### src/rtl/wrr_span.sv
// upto[i] is 1 when no mark is set at an index below i
module wrr_span #(
  parameter int N = 8
) (
  input  logic [N-1:0] marks,
  output logic [N-1:0] upto
);
  always_comb begin
    logic seen;
    seen = 1'b0;
    for (int k = 0; k < N; k++) begin
      upto[k] = !seen;
      seen    = seen | marks[k];
    end
  end
endmodule

### src/rtl/wrr_lowest.sv
// Lowest set bit finder
module wrr_lowest #(
  parameter int N = 8,
  localparam int IW = (N > 1) ? $clog2(N) : 1
) (
  input  logic [N-1:0]  vec,
  output logic          found,
  output logic [IW-1:0] idx
);
  always_comb begin
    found = 1'b0;
    idx   = '0;
    for (int k = N - 1; k >= 0; k--) begin
      if (vec[k]) begin
        found = 1'b1;
        idx   = IW'(k);
      end
    end
  end
endmodule

### src/rtl/wrr_sched.sv
module wrr_sched #(
  parameter int NQ = 8,
  parameter int RW = 8
) (
  input  logic             clk,
  input  logic             rst,
  input  logic [NQ-1:0]    q_has_data,
  input  logic [NQ*RW-1:0] q_round_mask,
  input  logic [NQ-1:0]    q_strict,
  input  logic [NQ-1:0]    q_strict_last,
  input  logic [NQ-1:0]    q_port_last,
  input  logic             accept,
  output logic [NQ-1:0]    grant,
  output logic             grant_vld
);
  localparam int QW  = (NQ > 1) ? $clog2(NQ) : 1;
  localparam int RBW = (RW > 1) ? $clog2(RW) : 1;

  logic [QW-1:0]  ptr_q, gidx_q, last_idx, s_idx, w_idx;
  logic [RBW-1:0] rnd_q, rnd_inc;
  logic           g_strict_q, s_found, w_found;
  logic [NQ-1:0]  in_port, in_sregion, strict_grp, rbit, at_or_above;
  logic [NQ-1:0]  s_elig, w_data, w_elig;

  wrr_span #(.N(NQ)) u_port_span (.marks(q_port_last),   .upto(in_port));
  wrr_span #(.N(NQ)) u_sgrp_span (.marks(q_strict_last), .upto(in_sregion));

  genvar gi;
  generate
    for (gi = 0; gi < NQ; gi++) begin : g_queue
      logic [RW-1:0] qmask;
      assign qmask           = q_round_mask[gi*RW +: RW];
      assign rbit[gi]        = qmask[rnd_q];
      assign at_or_above[gi] = (gi >= int'(ptr_q));
    end
  endgenerate

  assign strict_grp = q_strict & in_sregion & in_port;
  assign s_elig     = strict_grp & q_has_data;
  assign w_data     = in_port & ~strict_grp & q_has_data;
  assign w_elig     = w_data & rbit & at_or_above;

  wrr_lowest #(.N(NQ)) u_strict_pick (.vec(s_elig), .found(s_found), .idx(s_idx));
  wrr_lowest #(.N(NQ)) u_wrr_pick    (.vec(w_elig), .found(w_found), .idx(w_idx));

  always_comb begin
    last_idx = '0;
    for (int k = 0; k < NQ; k++)
      if (in_port[k]) last_idx = QW'(k);
  end

  assign rnd_inc = (rnd_q == RBW'(RW - 1)) ? '0 : rnd_q + RBW'(1);

  // Strict grants leave pointer and round untouched
  always_ff @(posedge clk) begin
    if (rst) begin
      grant      <= '0;
      grant_vld  <= 1'b0;
      ptr_q      <= '0;
      rnd_q      <= '0;
      gidx_q     <= '0;
      g_strict_q <= 1'b0;
    end else if (grant_vld) begin
      if (accept) begin
        grant     <= '0;
        grant_vld <= 1'b0;
        if (!g_strict_q) begin
          if (gidx_q == last_idx) begin
            ptr_q <= '0;
            rnd_q <= rnd_inc;
          end else begin
            ptr_q <= gidx_q + QW'(1);
          end
        end
      end
    end else if (s_found) begin
      grant      <= NQ'(1) << s_idx;
      grant_vld  <= 1'b1;
      gidx_q     <= s_idx;
      g_strict_q <= 1'b1;
    end else if (w_found) begin
      grant      <= NQ'(1) << w_idx;
      grant_vld  <= 1'b1;
      gidx_q     <= w_idx;
      g_strict_q <= 1'b0;
    end else if (|w_data) begin
      ptr_q <= '0;
      rnd_q <= rnd_inc;
    end
  end
endmodule

### config.mk
export PLATFORM = sky130hd
export DESIGN_NAME = wrr_sched
export DESIGN_NICKNAME = d
export VERILOG_FILES = /design/src/rtl/wrr_span.sv /design/src/rtl/wrr_lowest.sv /design/src/rtl/wrr_sched.sv
export SDC_FILE = /design/constraint.sdc
export NUM_CORES = 1
export LEC_CHECK = 0
export CORE_ASPECT_RATIO = 1.25
export CORE_MARGIN = 1
export CORE_UTILIZATION = 44
export DETAILED_ROUTE_END_ITERATION = 8
export PLACE_DENSITY = 0.89
export SLEW_MARGIN = 20
export SYNTH_ARGS = -nofsm -noshare
export SYNTH_HDL_FRONTEND = slang
export SYNTH_SLANG_ARGS = --single-unit
### constraint.sdc
create_clock -name clk -period 7.75 [get_ports clk]
set_clock_uncertainty 0.05 [all_clocks]
set_input_delay 1.55 -clock clk [delete_from_list [all_inputs] [get_ports clk]]
set_output_delay 1.55 -clock clk [all_outputs]
set_load 0.005 [all_outputs]
==> impl_metrics.py <==
metrics = {
    "power_and_ir_drop": {
        "ir_drop_v": 0.000159,
        "p_leak_nw": 1.11,
        "power.density_nw_per_um2": 119,
        "design_power_total_w": 0.000384,
    },
    "place": {
        "dpl_worst_slack_ps": 3190,
        "globalplace.congestion": 0.903,
        "hpwl_mm": 5.33,
        "io_buffers": 105,
    },
    "die": {
        "start_util_pct": 47.0,
        "design.core.area_um2": 4490,
        "std_cell_rows": 27,
        "die_y_um": 79.5,
        "dieArea_um2": 5090,
        "ios": 108,
        "die_w_um": 64.0,
    },
    "yosys": {
        "synth-seq-cells": 19,
        "syn-num-nets": 347,
        "synth_edf_count": 0,
        "syn_avg_cell_area_um2": 8.63,
        "async_flop_share_pct": 0,
        "synth_area_um2": 2110,
        "syn_inst": 245,
        "synth_top_area_share_pct": 18.0,
        "synth_area_leaders": "dfxtp_1 (18%), mux2i_1 (10%), mux4_2 (5.3%)",
        "yosysWarnings": 0,
        "synth.distinct_cells": 72,
        "synth_ff_type": "dfxtp_1",
        "yosysTopAreaCell": "dfxtp_1",
        "ys_seq_area_share_pct": 18.0,
    },
    "drt": {
        "routed_wl_mm": 6.53,
        "routed_via_density": 5.99,
        "via_count": 2406,
        "drt_iter0_markers": 139,
        "drtPass1Iterations": 5,
        "antenna_left": 0,
        "wl_per_cell_um": 16.3,
        "post-route-drc-count": 0,
    },
    "sta": {
        "rsz0062_at_grt": "no",
        "fmax_ghz": 0.231,
        "period_needed_ps": 4330,
        "worst_pin_slew_ps": 811,
        "fin_setup_tns_ps": 0,
        "relSlewSlack_pct": 45.2,
        "slew_violations": 0,
        "setup_violations": 0,
        "hold_slack_ps": 431,
        "timing.final.ws_setup_ps": 3420,
        "period_share_pct": 55.9,
        "final_hold_viol_count": 0,
    },
    "worst_setup_path": {
        "cp-start-kind": "primary input",
        "crit_type": "primary input to flip-flop",
        "arrival_ps": 4460,
        "r2r_slack_ps": 4520,
        "end_kind": "flip-flop",
        "reg2reg_to": "ptr_q[1]$_SDFFE_PP0P_",
        "required_ps": 7870,
        "r2r_cells": 6,
        "worstReg2RegStart": "rnd_q[0]$_SDFFE_PP0P_",
        "cp_max_fo": 6,
    },
    "hold_path": {
        "hold_end": "grant[4]$_SDFFE_PP0P_",
        "hp-start": "grant[4]$_SDFFE_PP0P_",
        "min_path_type": "flip-flop to flip-flop",
        "holdPathStages": 2,
    },
    "clocking": {
        "post_cts_resize_count": 0,
        "hold_buffers": 0,
        "cts-htree-levels": 1,
        "clock-sinks": 19,
        "cts_buffers": 3,
        "cts_setup_buffers": 0,
        "ctsLongestPathBuffers": 2,
        "root_buffer": "clkbuf_8",
        "cts_tree": "yes",
        "clock_latency_ps": 260,
        "cts.clk_slew.worst_paths_ps": 80,
    },
    "cells_and_area": {
        "area_growth_pct": 52.8,
        "layout_commonest_cell": "clkdlybuf4s50_1",
        "nNetsFinal": 447,
        "final_util_pct": 71.8,
        "diodes": 0,
        "drive_above_1_share_pct": 9.01,
        "final_cell_mix": "clkdlybuf4s50_1 (105), mux2i_1 (22), nand3_1 (19), nand2_1 (19), dfxtp_1 (19)",
    },
    "global_route": {
        "gr-total-overflow": 0,
        "track_usage_pct": 26.5,
        "grt_pass1_vias": 2328,
        "grt_antenna_before_repair": 0,
        "grt_pass1_wl_mm": 10.8,
        "grt_start_max_net_pins": 27,
    },
    "run_status": {
        "outcome": "completed",
    },
    "run": {
        "drv_cap": 0,
    },
}
[worst max-delay path by stage]
stage | startpoint | endpoint | slack [ps] | depth (start not counted)
after global placement | q_port_last[0] | rnd_q[0]$_SDFFE_PP0P_ | 3250 | 8
after floorplan | q_port_last[1] | rnd_q[0]$_SDFFE_PP0P_ | 4020 | 7
final | q_port_last[0] | grant[3]$_SDFFE_PP0P_ | 3420 | 8
after detailed placement | q_port_last[0] | grant[3]$_SDFFE_PP0P_ | 3190 | 8
after global routing | q_port_last[2] | rnd_q[0]$_SDFFE_PP0P_ | 3270 | 8
after CTS | q_port_last[0] | grant[3]$_SDFFE_PP0P_ | 3460 | 8
[kinds of logic (layout without fill, tap and decap cells)]
logic type / count (synthesis) / in the layout / synth area share (%)
XOR/XNOR: 2 / 2 / 0.829
adder cells (fa/ha/maj): 3 / 3 / 1.78
multiplexers: 30 / 30 / 17.5
buffers and inverters: 22 / 121 / 5.03
flip-flops: 19 / 19 / 18.0
AO/OA/AOI/OAI: 67 / 67 / 26.2
AND/OR/NAND/NOR: 102 / 102 / 30.6
[layout make-up]
class	instances	area [um2]
multi-input combinational	204	1630
clock inverter	1	7.51
timing repair buffer	106	1060
inverter	11	41.3
fill	389	1260
tap	58	72.6
sequential	19	380
clock buffer	3	41.3
[through the flow]
| stage | cell area, um2 | std cells |
|---|---|---|
| final | 3230 | 402 |
| after global routing | 3230 | 402 |
| after CTS | 3230 | 402 |
| after detailed placement | 3180 | 398 |
| after global placement | 3180 | 398 |
| after floorplan | 2110 | 245 |
[report_power, final]
part | internal (W) | switching (W) | leakage, nW
logic | 0.000107 | 0.0000832 | 0.934
clock network | 0.0000362 | 0.0000340 | 0.0217
registers | 0.000106 | 0.0000183 | 0.154
[synth_stat cells (3+ instances only)]
master / number
inv_1: 10
dfxtp_1: 19
and3_1: 3
a31o_2: 3
nand3_1: 19
buf_4: 3
nor2_1: 11
nand2b_1: 7
nand4_1: 4
mux2i_1: 22
buf_2: 4
o31ai_1: 10
mux4_2: 5
a32oi_1: 4
nand2_1: 19
nor4_1: 4
o21ai_0: 6
a22oi_1: 3
nor2b_1: 10
o211ai_1: 3
a21oi_1: 9
ha_1: 3
[routing by layer]
layer / share of wire (%) / GRT usage, %
met1: 43 / 32.1
met5: 0 / 0
met3: 5.2 / 3.86
met4: 0.98 / 4.32
met2: 51 / 49.6
[sequential cells by signal, summed over array words and instances, names as in the netlist]
signal,count
g_strict_q,1
gidx_q,3
grant,8
grant_vld,1
ptr_q,3
rnd_q,3
[worst max-delay path, stage by stage]
cell and delay [ps]:
clkdlybuf4s50_1 470, nor2_1 300, nor4bb_1 580, o2111ai_1 310
and4b_1 340, o31a_1 280, or3_1 390, o31ai_1 220
No activity file was read; power rests on OpenSTA's default activity.
